<file path="config.mk">
export PLATFORM = sky130hd
export DESIGN_NAME = bl_pwm_gen
export DESIGN_NICKNAME = d
export VERILOG_FILES = /design/src/rtl/bl_pwm_pkg.sv /design/src/rtl/bl_pwm_decode.sv /design/src/rtl/bl_pwm_shadow.sv /design/src/rtl/bl_pwm_count.sv /design/src/rtl/bl_pwm_gen.sv
export SDC_FILE = /design/constraint.sdc
export NUM_CORES = 1
export LEC_CHECK = 0
export BUFFER_PORTS_ARGS = -buffer_cell sky130_fd_sc_hd__buf_2
export CORE_MARGIN = 5
export CORE_UTILIZATION = 59
export DETAILED_ROUTE_END_ITERATION = 10
export PLACE_DENSITY = 0.89
export SYNTH_ARGS = -nofsm -noshare
export SYNTH_HDL_FRONTEND = slang
export SYNTH_SLANG_ARGS = --single-unit
</file>
<file path="constraint.sdc">
create_clock -name clk -period 4.3 [get_ports clk]
set_input_delay 0 -clock clk [delete_from_list [all_inputs] [get_ports clk]]
set_output_delay 0 -clock clk [all_outputs]
set_load 0.1 [all_outputs]
</file>
<file path="src/rtl/bl_pwm_pkg.sv">
package bl_pwm_pkg;

   // Default widths shared by the generator and its checker
   localparam int unsigned BL_HALF_W  = 16;
   localparam int unsigned BL_WIDE_W  = 32;
   localparam int unsigned BL_GRAN_LO = 16;
   localparam int unsigned BL_GRAN_HI = 128;

   typedef enum logic {
      BL_MODE_PACKED = 1'b0,
      BL_MODE_WIDE   = 1'b1
   } bl_mode_e;

endpackage

</file>
<file path="src/rtl/bl_pwm_decode.sv">
// Turns the live configuration into a period count, a clamped on-time
// threshold and a prescaler limit.
module bl_pwm_decode #(
   parameter int unsigned HALF_W       = 16,
   parameter int unsigned CNT_W        = 32,
   parameter int unsigned PRE_W        = 7,
   parameter int unsigned GRAN_LO      = 16,
   parameter int unsigned GRAN_HI      = 128,
   parameter bit          SUPPORT_WIDE = 1'b1
) (
   input  logic                wide_mode_i,
   input  logic                gran_sel_i,
   input  logic [2*HALF_W-1:0] packed_cfg_i,
   input  logic [CNT_W-1:0]    wide_period_i,
   input  logic [CNT_W-1:0]    wide_duty_i,
   output logic [CNT_W-1:0]    per_o,
   output logic [CNT_W-1:0]    thr_o,
   output logic [PRE_W-1:0]    pmax_o
);
   import bl_pwm_pkg::*;

   localparam logic [PRE_W-1:0] PMAX_LO = PRE_W'(GRAN_LO - 1);
   localparam logic [PRE_W-1:0] PMAX_HI = PRE_W'(GRAN_HI - 1);

   logic [CNT_W-1:0] pk_per, pk_duty;
   logic [PRE_W-1:0] pk_pmax;
   logic [CNT_W-1:0] sel_duty;

   assign pk_per  = CNT_W'(packed_cfg_i[2*HALF_W-1:HALF_W]);
   assign pk_duty = CNT_W'(packed_cfg_i[HALF_W-1:0]);
   assign pk_pmax = gran_sel_i ? PMAX_HI : PMAX_LO;

   generate
      if (SUPPORT_WIDE) begin : g_two_modes
         bl_mode_e mode;
         assign mode = bl_mode_e'(wide_mode_i);
         always_comb begin
            if (mode == BL_MODE_WIDE) begin
               per_o    = wide_period_i;
               sel_duty = wide_duty_i;
               pmax_o   = '0;
            end else begin
               per_o    = pk_per;
               sel_duty = pk_duty;
               pmax_o   = pk_pmax;
            end
         end
      end else begin : g_packed_only
         logic unused_wide;
         assign unused_wide = wide_mode_i ^ (^wide_period_i) ^ (^wide_duty_i);
         assign per_o    = pk_per;
         assign sel_duty = pk_duty;
         assign pmax_o   = pk_pmax;
      end
   endgenerate

   // On-time above the period saturates at the full period
   assign thr_o = (sel_duty > per_o) ? per_o : sel_duty;

endmodule

</file>
<file path="src/rtl/bl_pwm_shadow.sv">
// Holds the settings in effect for the running period.
module bl_pwm_shadow #(
   parameter int unsigned CNT_W = 32,
   parameter int unsigned PRE_W = 7
) (
   input  logic             clk,
   input  logic             rst_n,
   input  logic             load_i,
   input  logic [CNT_W-1:0] per_i,
   input  logic [CNT_W-1:0] thr_i,
   input  logic [PRE_W-1:0] pmax_i,
   input  logic             pol_i,
   output logic [CNT_W-1:0] per_o,
   output logic [CNT_W-1:0] thr_o,
   output logic [PRE_W-1:0] pmax_o,
   output logic             pol_o
);

   always_ff @(posedge clk or negedge rst_n) begin
      if (!rst_n) begin
         per_o  <= '0;
         thr_o  <= '0;
         pmax_o <= '0;
         pol_o  <= 1'b0;
      end else if (load_i) begin
         per_o  <= per_i;
         thr_o  <= thr_i;
         pmax_o <= pmax_i;
         pol_o  <= pol_i;
      end
   end

endmodule

</file>
<file path="src/rtl/bl_pwm_count.sv">
// Two-stage counter: a granularity prescaler feeding a unit counter.
module bl_pwm_count #(
   parameter int unsigned CNT_W = 32,
   parameter int unsigned PRE_W = 7
) (
   input  logic             clk,
   input  logic             rst_n,
   input  logic             clear_i,
   input  logic [CNT_W-1:0] per_i,
   input  logic [PRE_W-1:0] pmax_i,
   output logic [CNT_W-1:0] unit_o,
   output logic [PRE_W-1:0] pre_o,
   output logic             last_o
);

   logic pre_wrap;

   assign pre_wrap = (pre_o == pmax_i);
   assign last_o   = pre_wrap && (unit_o == (per_i - CNT_W'(1)));

   always_ff @(posedge clk or negedge rst_n) begin
      if (!rst_n) begin
         pre_o  <= '0;
         unit_o <= '0;
      end else if (clear_i || last_o) begin
         pre_o  <= '0;
         unit_o <= '0;
      end else if (pre_wrap) begin
         pre_o  <= '0;
         unit_o <= unit_o + CNT_W'(1);
      end else begin
         pre_o  <= pre_o + PRE_W'(1);
      end
   end

endmodule

</file>
<file path="src/rtl/bl_pwm_gen.sv">
module bl_pwm_gen #(
   parameter int unsigned HALF_W       = bl_pwm_pkg::BL_HALF_W,
   parameter int unsigned CNT_W        = bl_pwm_pkg::BL_WIDE_W,
   parameter int unsigned GRAN_LO      = bl_pwm_pkg::BL_GRAN_LO,
   parameter int unsigned GRAN_HI      = bl_pwm_pkg::BL_GRAN_HI,
   parameter bit          SUPPORT_WIDE = 1'b1
) (
   input  logic                clk,
   input  logic                rst_n,
   input  logic                en_i,
   input  logic                pol_inv_i,
   input  logic                wide_mode_i,
   input  logic                gran_sel_i,
   input  logic [2*HALF_W-1:0] packed_cfg_i,
   input  logic [CNT_W-1:0]    wide_period_i,
   input  logic [CNT_W-1:0]    wide_duty_i,
   output logic                pwm_out,
   output logic                period_end_o
);

   localparam int unsigned PRE_W = (GRAN_HI > 1) ? $clog2(GRAN_HI) : 1;

   generate
      if (GRAN_HI <= GRAN_LO) begin : g_bad_gran
         $error("GRAN_HI must exceed GRAN_LO");
      end
      if (CNT_W < HALF_W) begin : g_bad_width
         $error("CNT_W must hold a packed field");
      end
      if (GRAN_LO < 1) begin : g_bad_lo
         $error("GRAN_LO must be at least 1");
      end
   endgenerate

   logic [CNT_W-1:0] live_per, live_thr;
   logic [PRE_W-1:0] live_pmax;
   logic [CNT_W-1:0] sh_per, sh_thr, unit_q;
   logic [PRE_W-1:0] sh_pmax, pre_q;
   logic             sh_pol, last_tick, idle, load;

   bl_pwm_decode #(
      .HALF_W(HALF_W), .CNT_W(CNT_W), .PRE_W(PRE_W),
      .GRAN_LO(GRAN_LO), .GRAN_HI(GRAN_HI), .SUPPORT_WIDE(SUPPORT_WIDE)
   ) u_decode (
      .wide_mode_i  (wide_mode_i),
      .gran_sel_i   (gran_sel_i),
      .packed_cfg_i (packed_cfg_i),
      .wide_period_i(wide_period_i),
      .wide_duty_i  (wide_duty_i),
      .per_o        (live_per),
      .thr_o        (live_thr),
      .pmax_o       (live_pmax)
   );

   // Idle while disabled or while the period in effect is zero
   assign idle = !en_i || (sh_per == '0);
   assign load = idle || last_tick;

   bl_pwm_shadow #(.CNT_W(CNT_W), .PRE_W(PRE_W)) u_shadow (
      .clk   (clk),
      .rst_n (rst_n),
      .load_i(load),
      .per_i (live_per),
      .thr_i (live_thr),
      .pmax_i(live_pmax),
      .pol_i (pol_inv_i),
      .per_o (sh_per),
      .thr_o (sh_thr),
      .pmax_o(sh_pmax),
      .pol_o (sh_pol)
   );

   bl_pwm_count #(.CNT_W(CNT_W), .PRE_W(PRE_W)) u_count (
      .clk    (clk),
      .rst_n  (rst_n),
      .clear_i(idle),
      .per_i  (sh_per),
      .pmax_i (sh_pmax),
      .unit_o (unit_q),
      .pre_o  (pre_q),
      .last_o (last_tick)
   );

   assign pwm_out      = (!idle && (unit_q < sh_thr)) ^ sh_pol;
   assign period_end_o = !idle && last_tick;

endmodule

</file>
==> reports/results.ini, run 1 <==
[yosys]
synth-edff-count = 0
synth_ff_type = dfrtp_1
avgSynthCellArea_um2 = 9.41
async_flop_share = 1.00
syn_area_mm2 = 0.00803
syn_inst = 854
seq_area_frac_synth = 0.330
synth.distinct_cells = 60
synth_nets = 1023
ys_ff_latch = 106
ys_warn_count = 0

[drt]
detail-route-antenna-nets = 0
wl_um = 20000
via_count = 6755
viasPerCell = 5.89
wl_per_cell_um = 17.5
drcViolationCount = 0
dr.first_iter.drc_count = 592
drt_pre_antenna_iters = 5

[setup_path]
worstPathRequired_ns = 4.57
crit_path_max_fanout = 24
ff2ff_path_depth = 13
setup.worst_path.end_class = flop
worst-setup-path-type = flop to flop
slowest_stage = or3b_2
critPathArrivalTime_ns = 4.24
cp_top_family = simple AND/OR/NAND/NOR gates
start_kind = flop
cp_num_buf_inv = 3
worstPathCellList = inv_1, ha_1, or3b_2, nor4_4, nand3_1, xnor2_1, nor4_1, nand4_1, a2111o_1, nand2b_4, buf_12, buf_4, mux2i_1
reg2reg_from = u_shadow.per_o[0]$_DFFE_PN0P_
r2r-end = u_shadow.thr_o[27]$_DFFE_PN0P_
reg2reg_slack_ns = 0.33
max_stage_delay_ns = 0.57

[floorplanning]
io_pins = 104
core_area_mm2 = 0.0133
start_util = 0.604
die_area_mm2 = 0.0161
die_w_um = 127
dieHeight_um = 127
num_rows = 42

[power_and_ir_drop]
swShare = 0.321
p_leak_nw = 4.60
seq_power_share = 0.436
p_per_area_mw_per_mm2 = 291
switchingPower_mw = 0.859
p_int_mw = 1.82
max-vdd-ir-drop_mv = 0.240
pwr-share-comb = 0.264
pwr-share-clk = 0.300
total_power_mw = 2.68

[clock_network]
cts_tree = built
cts_root_buf = clkbuf_16
clk_transition_reported_paths_ns = 0.08
cts_resized = 0
cts_buffers = 9
postCtsHoldBufs = 19
cts.sink_count = 106
clk_path_buf_depth = 2
htreeDepth = 3
postCtsSetupBuffers = 0
clkLatencyLatePin_ns = 0.36

[sta]
tns_ns = 0
period_needed_ns = 3.97
slew_viol_final = 0
slew_headroom = 0.238
worstMarginPinSlew_ns = 1.14
fin_crit_sh = 0.924
fmax_mhz = 252
fin_worst_skew_ns = 0.0118
hold_viol_final = 0
grt_setup_unrepaired = false
setup_violations = 0

[grt]
grt_max_degree = 57
grt_pass1_vias = 6864
grtUsageTotal = 0.252
grt_antenna_before_repair = 0
grt_pass1_wl_um = 32900
gr-total-overflow = 0

[cells_and_area]
layout_commonest_cell = dfrtp_1
area_delta_synth_final_pct = 14.6
drive_gt1_frac = 0.206
insertedDiodeCount = 0
nets = 1134
layout_common_cells = dfrtp_1, buf_2, inv_1

[placement]
dp_hpwl_um = 15200
io_buffer_count = 103
gp_congestion = 0.989

[worst_hold_path]
hold_depth = 4
hold_class = primary input to flop
hold_path.startpoint = wide_duty_i[17]
hold_end = u_shadow.thr_o[17]$_DFFE_PN0P_

[run_status]
status = finished clean

[flow_run]
max-cap-violations = 0

worst min-delay path, delay by kind of cell:
family | cells | cell delay, ns
mux | 2 | 0.20
buf+inv | 1 | 0.09
simple gates | 1 | 0.07
final cells by class:
class                   instances  area, um^2
inverters                      91         342
well taps                     176         220
fillers                       976        4090
clock buffers                  10         239
clock inverters                 6        42.5
repair buffers                137         858
flip-flops and latches        106        2650
multi-input cells             620        4860
power by group through the flow:
stage | combinational [mW] | sequential (mW) | clock (mW)
after floorplan | 0.493 | 1.15 | 0
after global placement | 0.657 | 1.18 | 0
after detailed placement | 0.685 | 1.18 | 0
after CTS | 0.704 | 1.16 | 0.811
after global routing | 0.784 | 1.18 | 0.848
final | 0.708 | 1.17 | 0.804
synthesized netlist by cell type, types with 2 or more instances:
cell type / number / area [um^2]
o21a_1: 4 / 30.0
nor2_1: 66 / 248
ha_1: 67 / 838
buf_6: 2 / 22.5
a211o_1: 3 / 26.3
or2_2: 2 / 12.5
mux2_2: 55 / 619
nand3b_1: 3 / 22.5
nand3_1: 29 / 145
o211ai_1: 4 / 30.0
nand2b_1: 4 / 25.0
or3_1: 5 / 31.3
o31ai_1: 2 / 15.0
xnor2_1: 45 / 394
a2111o_1: 2 / 22.5
nor3b_1: 2 / 15.0
or4_1: 4 / 30.0
a21oi_1: 14 / 70.1
buf_4: 8 / 60.1
o311ai_0: 3 / 26.3
a2111oi_0: 4 / 35.0
nand2_1: 60 / 225
a21o_1: 10 / 75.1
inv_1: 91 / 342
a211oi_1: 6 / 45.0
o2111ai_1: 2 / 17.5
nor4_1: 8 / 50.1
nand4_1: 24 / 150
buf_2: 4 / 20.0
mux2_1: 4 / 45.0
clkbuf_1: 19 / 71.3
mux2i_1: 76 / 761
and3_1: 13 / 81.3
xor2_1: 34 / 298
a31oi_1: 3 / 18.8
o21ai_0: 17 / 85.1
dfrtp_1: 106 / 2650
nor3_2: 2 / 20.0
nor2b_1: 4 / 25.0
nor3_1: 18 / 90.1
and4_1: 4 / 35.0
buf_1: 3 / 11.3
worst max-delay path by stage:
stage / to / start / depth (start not counted)
2_1_floorplan: period_end_o / u_shadow.per_o[0]$_DFFE_PN0P_ / 10
3_3_place_gp: u_shadow.thr_o[24]$_DFFE_PN0P_ / u_shadow.per_o[0]$_DFFE_PN0P_ / 13
3_5_place_dp: u_shadow.thr_o[15]$_DFFE_PN0P_ / wide_mode_i / 14
4_1_cts: period_end_o / u_shadow.per_o[0]$_DFFE_PN0P_ / 11
5_1_grt: u_shadow.per_o[24]$_DFFE_PN0P_ / u_shadow.per_o[0]$_DFFE_PN0P_ / 13
6_report: u_shadow.thr_o[27]$_DFFE_PN0P_ / u_shadow.per_o[0]$_DFFE_PN0P_ / 13
state kept, by name (all words and copies together), names as in the netlist:
register	count
u_count.unit_o	32
u_count.pre_o	7
u_shadow.per_o	32
u_shadow.thr_o	32
u_shadow.pmax_o	2
u_shadow.pol_o	1
per-layer routing:
layer,wire length (um),vias up,global-route usage
met5,0,-,0
met3,1580,52,0.0534
met2,9560,271,0.417
li1,-,3195,-
met1,8230,3237,0.320
met4,658,0,0.107
through the flow:
step / hold slack, ns / utilization / std cells / worst slack [ns] / instance area (um^2)
2_1_floorplan: -0.296 / - / 854 / 0.443 / 8030
3_3_place_gp: 0.0604 / 0.657 / 1111 / 0.489 / 8740
3_5_place_dp: 0.0678 / 0.657 / 1111 / 0.422 / 8740
4_1_cts: 0.0333 / 0.693 / 1146 / 0.354 / 9210
5_1_grt: 0.0586 / 0.693 / 1146 / 0.0797 / 9210
6_report: 0.0412 / 0.693 / 1146 / 0.328 / 9210
logic make-up (layout without fill, tap and decap cells):
logic type               count (synthesis)  in the layout  synth area share
flip-flops                             106            106             0.330
AND/OR/NAND/NOR                        256            256             0.162
adder cells (fa/ha/maj)                 67             67             0.104
AO/OA/AOI/OAI                           83             83            0.0715
XOR/XNOR                                79             79            0.0861
multiplexers                           135            135             0.177
buffers and inverters                  128            244            0.0681
No activity file was read; power rests on OpenSTA's default activity.
==> run 2, diff against run 1 <==
--- a/config.mk
+++ b/config.mk
@@ -7,9 +7,10 @@
 export LEC_CHECK = 0
 export BUFFER_PORTS_ARGS = -buffer_cell sky130_fd_sc_hd__buf_2
 export CORE_MARGIN = 5
-export CORE_UTILIZATION = 59
+export CORE_UTILIZATION = 60
 export DETAILED_ROUTE_END_ITERATION = 10
-export PLACE_DENSITY = 0.89
+export PLACE_DENSITY = 0.9
 export SYNTH_ARGS = -nofsm -noshare
 export SYNTH_HDL_FRONTEND = slang
+export SYNTH_HIERARCHICAL = 1
 export SYNTH_SLANG_ARGS = --single-unit
==> run 2 against run 1 <==
Largest power group unchanged. Setup slack got worse by 0.091 ns. Highest routed layer unchanged. Sequential power rose by 8%. Final cell count did not move. Wire length rose by 11%. Combinational power rose by 17%. Maximum frequency fell by 2.2%. Global-route usage barely moved. Critical path depth fell by 3. First-iteration DRC count rose by 20%.
==> reports/results.ini, run 2 <==
[yosys]
async_flop_share = 1.00
yosysMostFrequentCell = dfrtp_1
synth_fa_ha_area_frac = 0.0930
synth_simple_gate_area_share = 0.169
synth_nets = 1030
avgSynthCellArea_um2 = 10.3
ys_warn_count = 6
synthXorXnorAreaFrac = 0.0799
seq_area_frac_synth = 0.313
muxShareOfSynthArea = 0.217
synth_compound_area_frac = 0.0644
syn_area_mm2 = 0.00888
synth-edff-count = 0
synth_common_cells = dfrtp_1, mux2_4, inv_1
synth_ff_type = dfrtp_1
syn_inst = 862
synth.distinct_cells = 71
synth_top_family_by_area = multiplexers
synth_top_area_frac = 0.313
ys_ff_latch = 111
synth_top_cell_by_area = dfrtp_1
synth.top_cells.by_area = dfrtp_1, mux2_4, ha_1

[power_and_ir_drop]
pwr-share-clk = 0.298
seq_power_share = 0.423
p_per_area_mw_per_mm2 = 304
pwr-share-comb = 0.279
max-vdd-ir-drop_mv = 0.332
p_leak_nw = 4.88
p_int_mw = 2.09
switchingPower_mw = 0.895
swShare = 0.300

[grt]
busiest_layer = met2
grt_max_degree = 69
met1_usage = 0.314
grt_pass1_vias = 7330
use_met2 = 0.432
gr-total-overflow = 0
use_met3 = 0.0512
grt_pass1_wl_um = 36100
grtUsageTotal = 0.252
grt_antenna_before_repair = 0

[setup_path]
start_kind = flop
setup.worst_path.end_class = output port
reg2reg_slack_ns = 0.26
crit_path_max_fanout = 7
worstPathRequired_ns = 4.30
critPathArrivalTime_ns = 4.06
worst-setup-path-type = flop to output port

[sta]
period_needed_ns = 4.06
setup_violations = 0
hold_viol_final = 0
fin_crit_sh = 0.945
slew_headroom = 0.343
fmax_mhz = 246
grt_setup_unrepaired = false
worstMarginPinSlew_ns = 0.977
tns_ns = 0
fin_worst_skew_ns = 0.0102
slew_viol_final = 0

[floorplanning]
dieHeight_um = 132
die_w_um = 132
core_area_mm2 = 0.0145
die_area_mm2 = 0.0173
num_rows = 44
start_util = 0.611
io_pins = 104

[placement]
dpl_cell_area_mm2 = 0.00947
io_buffer_count = 103
gp_congestion = 0.943
dp_hpwl_um = 16700

[clock_network]
cts_buffers = 9
cts_root_buf = clkbuf_16
cts.sink_count = 111
cts_tree = built
clkLatencyLatePin_ns = 0.36
postCtsSetupBuffers = 0
htreeDepth = 3
clk_transition_reported_paths_ns = 0.07
clk_path_buf_depth = 2

[flow_run]
max-cap-violations = 0

[cells_and_area]
insertedDiodeCount = 0
drive_gt1_frac = 0.277
layout_common_cells = dfrtp_1, buf_2, mux2_4
reg_top3 = u_count/unit_o: 32 flops, u_shadow/per_o: 32 flops, u_shadow/thr_o: 32 flops
fin_area_mm2 = 0.00981
layout_commonest_cell = dfrtp_1
area_delta_synth_final_pct = 10.6
nets = 1126

[drt]
drt_pre_antenna_iters = 5
via_count = 7068
drcViolationCount = 0
viasPerCell = 6.17
dr.first_iter.drc_count = 709
wl_per_cell_um = 19.4
wl_um = 22300
detail-route-antenna-nets = 0

[run_status]
status = finished clean

[worst_hold_path]
hold_class = primary input to flop

## run 2: what timing repair did
action	CTS	global route
setup endpoints to repair	0	1
gates resized for setup	0	2
hold buffers	2	0
hold endpoints to repair	44	0
## run 2: final timing paths
check	start	endpoint	cells past startpoint
worst max-delay path	u_shadow/per_o[0]$_DFFE_PN0P_	period_end_o	10
worst min-delay path	wide_period_i[28]	u_shadow/per_o[28]$_DFFE_PN0P_	4
worst max register to register	u_shadow/per_o[0]$_DFFE_PN0P_	u_shadow/thr_o[0]$_DFFE_PN0P_	11
worst min register to register	u_count/pre_o[0]$_DFF_PN0_	u_count/pre_o[0]$_DFF_PN0_	1
max in group asynchronous	rst_n	u_shadow/thr_o[28]$_DFFE_PN0P_	3
min in group asynchronous	rst_n	u_shadow/thr_o[12]$_DFFE_PN0P_	2
## run 2: area by class of cell
cell class,count,area (um^2)
Multi-Input combinational cell,647,5550
Fill cell,1057,4720
Sequential cell,111,2780
Timing Repair Buffer,117,668
Clock buffer,13,280
Inverter,72,270
Tap cell,184,230
Clock inverter,2,37.5
## run 2: per-stage QoR
step	util	hold slack [ns]	setup WS, ns	instances	power, mW
finish	0.675	0.0195	0.238	1146	2.98
global route	0.675	0.0363	0.0260	1146	3.11
CTS	0.675	0.0123	0.125	1146	2.97
detailed placement	0.651	0.0370	0.264	1129	2.08
global placement	0.651	0.0188	0.455	1129	2.04
floorplan	-	-0.296	0.315	862	1.87
## run 2: logic make-up (layout without fill, tap and decap cells)
| logic type | after synthesis | count (layout) |
|---|---|---|
| flops | 111 | 111 |
| buf+inv | 104 | 204 |
| compound gates | 84 | 84 |
| simple gates | 275 | 275 |
| fa+ha+maj | 66 | 66 |
| xor+xnor | 81 | 81 |
| mux | 141 | 141 |
## run 2: critical path, cell delays in order, from the launching register on
cell,delay (ns)
dfrtp_1,0.46
inv_1,0.09
ha_1,0.26
or4b_2,0.66
o41ai_1,0.51
a22oi_1,0.13
or4_1,0.56
nor4_1,0.33
inv_1,0.14
nor2_1,0.19
clkbuf_4,0.37
## run 2: metal layers
metal | wire length [um] | part of all wire
met5 | 0 | 0
met4 | 738 | 0.033
met3 | 1700 | 0.076
met2 | 10900 | 0.49
met1 | 8940 | 0.40
## run 2: power by group through the flow
stage | logic, mW | clock network (mW) | registers, mW
global placement | 0.765 | 0 | 1.27
finish | 0.831 | 0.888 | 1.26
CTS | 0.823 | 0.891 | 1.26
floorplan | 0.632 | 0 | 1.23
detailed placement | 0.807 | 0 | 1.28
global route | 0.900 | 0.940 | 1.27
